[config.mk]
export PLATFORM = sky130hd
export DESIGN_NAME = lane_scrambler
export DESIGN_NICKNAME = d
export VERILOG_FILES = /design/src/rtl/lane_scrambler.sv
export SDC_FILE = /design/constraint.sdc
export NUM_CORES = 1
export LEC_CHECK = 0
export BUFFER_PORTS_ARGS = -buffer_cell sky130_fd_sc_hd__buf_4
export CAP_MARGIN = 15
export CELL_PAD_IN_SITES_DETAIL_PLACEMENT = 2
export CELL_PAD_IN_SITES_GLOBAL_PLACEMENT = 2
export CORE_MARGIN = 2
export CORE_UTILIZATION = 38
export CTS_BUF_LIST = sky130_fd_sc_hd__clkbuf_2
export DETAILED_ROUTE_END_ITERATION = 10
export PLACE_DENSITY = 0.95
export SKIP_LAST_GASP = 1
export SYNTH_ARGS = -nofsm -noshare
export SYNTH_HDL_FRONTEND = slang
export SYNTH_SLANG_ARGS = --single-unit
[constraint.sdc]
create_clock -name clk -period 2.7 [get_ports clk]
set_clock_uncertainty 0.15 [all_clocks]
set_input_delay 0.135 -clock clk [delete_from_list [all_inputs] [get_ports clk]]
set_output_delay 0.135 -clock clk [all_outputs]
set_load 0.005 [all_outputs]
[src/rtl/lane_scrambler.sv]
module lane_scrambler #(
  parameter int DATA_W = 8,
  parameter int LFSR_W = 16,
  parameter logic [LFSR_W-1:0] TAPS  = 16'h0039,
  parameter logic [LFSR_W-1:0] SEED  = 16'hFFFF,
  parameter logic [DATA_W-1:0] COMMA = 8'hBC,
  parameter logic [DATA_W-1:0] SKIP  = 8'h1C
) (
  input  logic              clk,
  input  logic              rst_n,
  input  logic              in_valid,
  input  logic              in_ctrl,
  input  logic [DATA_W-1:0] in_data,
  output logic              out_valid,
  output logic              out_ctrl,
  output logic [DATA_W-1:0] out_data
);

  logic [LFSR_W-1:0] lfsr_q, lfsr_adv, lfsr_nxt;
  logic [DATA_W-1:0] mask;

  always_comb begin
    logic [LFSR_W-1:0] s;
    s = lfsr_q;
    for (int i = 0; i < DATA_W; i++) begin
      mask[i] = s[LFSR_W-1];
      s = {s[LFSR_W-2:0], 1'b0} ^ (s[LFSR_W-1] ? TAPS : '0);
    end
    lfsr_adv = s;
  end

  wire is_comma = in_ctrl && (in_data == COMMA);
  wire is_skip  = in_ctrl && (in_data == SKIP);

  assign lfsr_nxt = is_comma ? SEED : (is_skip ? lfsr_q : lfsr_adv);

  always_ff @(posedge clk) begin
    if (!rst_n) begin
      lfsr_q    <= SEED;
      out_valid <= 1'b0;
      out_ctrl  <= 1'b0;
      out_data  <= '0;
    end else begin
      out_valid <= in_valid;
      if (in_valid) begin
        lfsr_q   <= lfsr_nxt;
        out_ctrl <= in_ctrl;
        out_data <= in_ctrl ? in_data : (in_data ^ mask);
      end
    end
  end

endmodule

==> impl_metrics.env <==
export IMPL_die_h_um=64.84
export IMPL_nets=186
export IMPL_post_route_min_period_ns=2.038
export IMPL_cts_sinks=26
export IMPL_core_area_mm2=0.003606
export IMPL_grt_total_usage=0.2342
export IMPL_insertedDiodeCount=0
export IMPL_maxCapViolations=0
export IMPL_min_path_type="register to register"
export IMPL_cp_start_kind="input port"
export IMPL_finalWirelength_um=4420
export IMPL_viasPerCell=5.466
export IMPL_peakVddDrop_mv=0.2227
export IMPL_maxSlewViolCount=0
export IMPL_async_flop_share=0
export IMPL_initial_core_util=0.3900
export IMPL_ys_ff_latch=26
export IMPL_port_buffers=21
export IMPL_synth_compound_area_frac=0.2233
export IMPL_layout_cells_non_filler=221
export IMPL_yosys_warnings=0
export IMPL_cp_max_fo=10
export IMPL_fill_cells=375
export IMPL_first_iter_violations=52
export IMPL_h_tree_depth=1
export IMPL_hold_worst_slack_ns=0.3690
export IMPL_yosysUniqueCellTypes=25
export IMPL_tightest_slew_ns=0.6049
export IMPL_ys_seq_area_frac=0.3701
export IMPL_critPathKind="input port to register"
export IMPL_drc=0
export IMPL_rows=22
export IMPL_outcome="finished clean"
export IMPL_grt_pass1_vias=1392
export IMPL_grt_first_pass_wirelength_um=7238
export IMPL_dp_cells=206
export IMPL_cts_clk_slew_worst_paths_ns=0.25
export IMPL_multi_input_area_um2=818.3
export IMPL_cts_buffers=3
export IMPL_antenna_found_initial=0
export IMPL_synth_top_family_by_area="compound AO/OA/AOI/OAI gates"
export IMPL_fin_setup_tns_ns=0
export IMPL_synth_avg_cell_area_um2=9.314
export IMPL_via_count=1208
export IMPL_synth_top_cell_area_share=0.3701
export IMPL_finalCritPeriodShare=0.7548
export IMPL_setup_worst_path_end_class="register"
export IMPL_power_density_mw_per_mm2=580.1
export IMPL_ant_nets=0
export IMPL_grt_overflow=0
export IMPL_power_leakage_nw=0.7115
export IMPL_dieArea_mm2=0.004204
export IMPL_cts_buffer_depth=2
export IMPL_rsz0062_at_grt="false"
export IMPL_root_buffer="clkbuf_2"
export IMPL_clkLatencyLatePin_ns=0.38
export IMPL_finalPower_w=0.0009951
export IMPL_cp_arrival_ns=2.24
export IMPL_grt_max_degree=27
export IMPL_synthAdderAreaFrac=0
export IMPL_regArea_um2=520.5
export IMPL_synth_common_cells="26 x dfxtp_1, 23 x xnor2_1, 18 x nand2_1"
export IMPL_relSlewSlack=0.5938
export IMPL_ctsHoldBuffers=11
export IMPL_synth_area_leader_cell="dfxtp_1"
export IMPL_synthesis_area_mm2=0.001406
export IMPL_dp_hpwl_um=2806
export IMPL_synth_nets=163
export IMPL_drive_gt1_frac=0.2081
export IMPL_synthSimpleGateAreaFrac=0.1646
export IMPL_gp_congestion=0.8697
export IMPL_postSynthCellCount=151
export IMPL_post_cts_resized=0
export IMPL_critical_path_required_ns=2.90
export IMPL_synth_edf_count=0
export IMPL_timing_fmax_mhz=490.7
export IMPL_area_growth_pct=21.98
export IMPL_synthTopCellsByArea="dfxtp_1 37%, xnor2_1 14%, o22ai_2 8.9%, o211a_1 5.7%, nand2_1 4.8%"
export IMPL_setup_violations=0
export IMPL_die_w_um=64.84
export IMPL_final_hold_violation_count=0
export IMPL_wire_per_inst_um=20.00
export IMPL_drtPass1Iterations=4
export IMPL_ys_flop_type="dfxtp_1"
export IMPL_tritoncts="built"
export IMPL_synth_mux_area_frac=0.007117
export IMPL_yosysMostFrequentCell="dfxtp_1"
export IMPL_io_pins=22
export IMPL_synth_xor_area_frac=0.1868
export IMPL_cts_setup_buffers=0
placed cells by master (no fill, tap or decap), types with 7 or more instances in the layout:
cell type	instances
dfxtp_1	26
nand2_1	18
dlygate4sd3_1	11
nor2b_1	9
buf_4	21
nor2_1	7
xnor2_1	23
o22ai_2	10
o211a_1	8
xor2_1	7
layout make-up:
| cell class | instances | area share |
|---|---|---|
| inverter | 1 | 0.002188 |
| sequential | 26 | 0.3034 |
| tap | 48 | 0.03501 |
| multi-input combinational | 110 | 0.4770 |
| clock buffer | 3 | 0.008753 |
| clock inverter | 1 | 0.01751 |
| timing repair buffer | 32 | 0.1561 |
per-layer routing:
metal	part of all wire	GRT usage	vias up
li1	-	-	566
met1	0.40	0.2519	609
met2	0.55	0.4626	26
met3	0.023	0.02604	7
met4	0.019	0.08245	0
met5	0	0	-
worst max-delay path, cell delays in order:
cell	delay, ns
dlygate4sd3_1	0.55
buf_4	0.16
xnor2_1	0.51
a41o_1	0.63
o22ai_2	0.15
nand2_1	0.11
power breakdown:
| part | total, W | internal (W) | switching (W) | leakage [nW] |
|---|---|---|---|---|
| Sequential | 0.000468 | 0.000423 | 0.0000457 | 0.215 |
| Clock | 0.000255 | 0.000127 | 0.000127 | 0.0266 |
| Combinational | 0.000272 | 0.000145 | 0.000127 | 0.470 |
final timing paths:
path	from	end	slack [ns]	depth (start not counted)
worst max-delay path	in_data[5]	lfsr_q[8]	0.66	6
worst min-delay path	out_data[6]	out_data[6]	0.37	1
worst max register to register	lfsr_q[8]	lfsr_q[4]	1.26	4
worst min register to register	out_data[6]	out_data[6]	0.37	1
cell families after synthesis:
| logic type | Yosys count |
|---|---|
| simple gates | 47 |
| compound gates | 32 |
| xor+xnor | 30 |
| flops | 26 |
| buf+inv | 15 |
| mux | 1 |
registers in the layout (all words and copies together), names as in the netlist:
name,flops
lfsr_q,16
out_valid,1
out_ctrl,1
out_data,8
per-stage QoR:
step                instance area [um2]  utilization  setup WS (ns)
floorplan                          1406            -          1.278
global placement                   1560       0.4327         0.9652
detailed placement                 1560       0.4327         0.8967
CTS                                1715       0.4757         0.7034
global route                       1715       0.4757         0.6142
finish                             1715       0.4757         0.6621
Power figures use the tool's default switching activity.
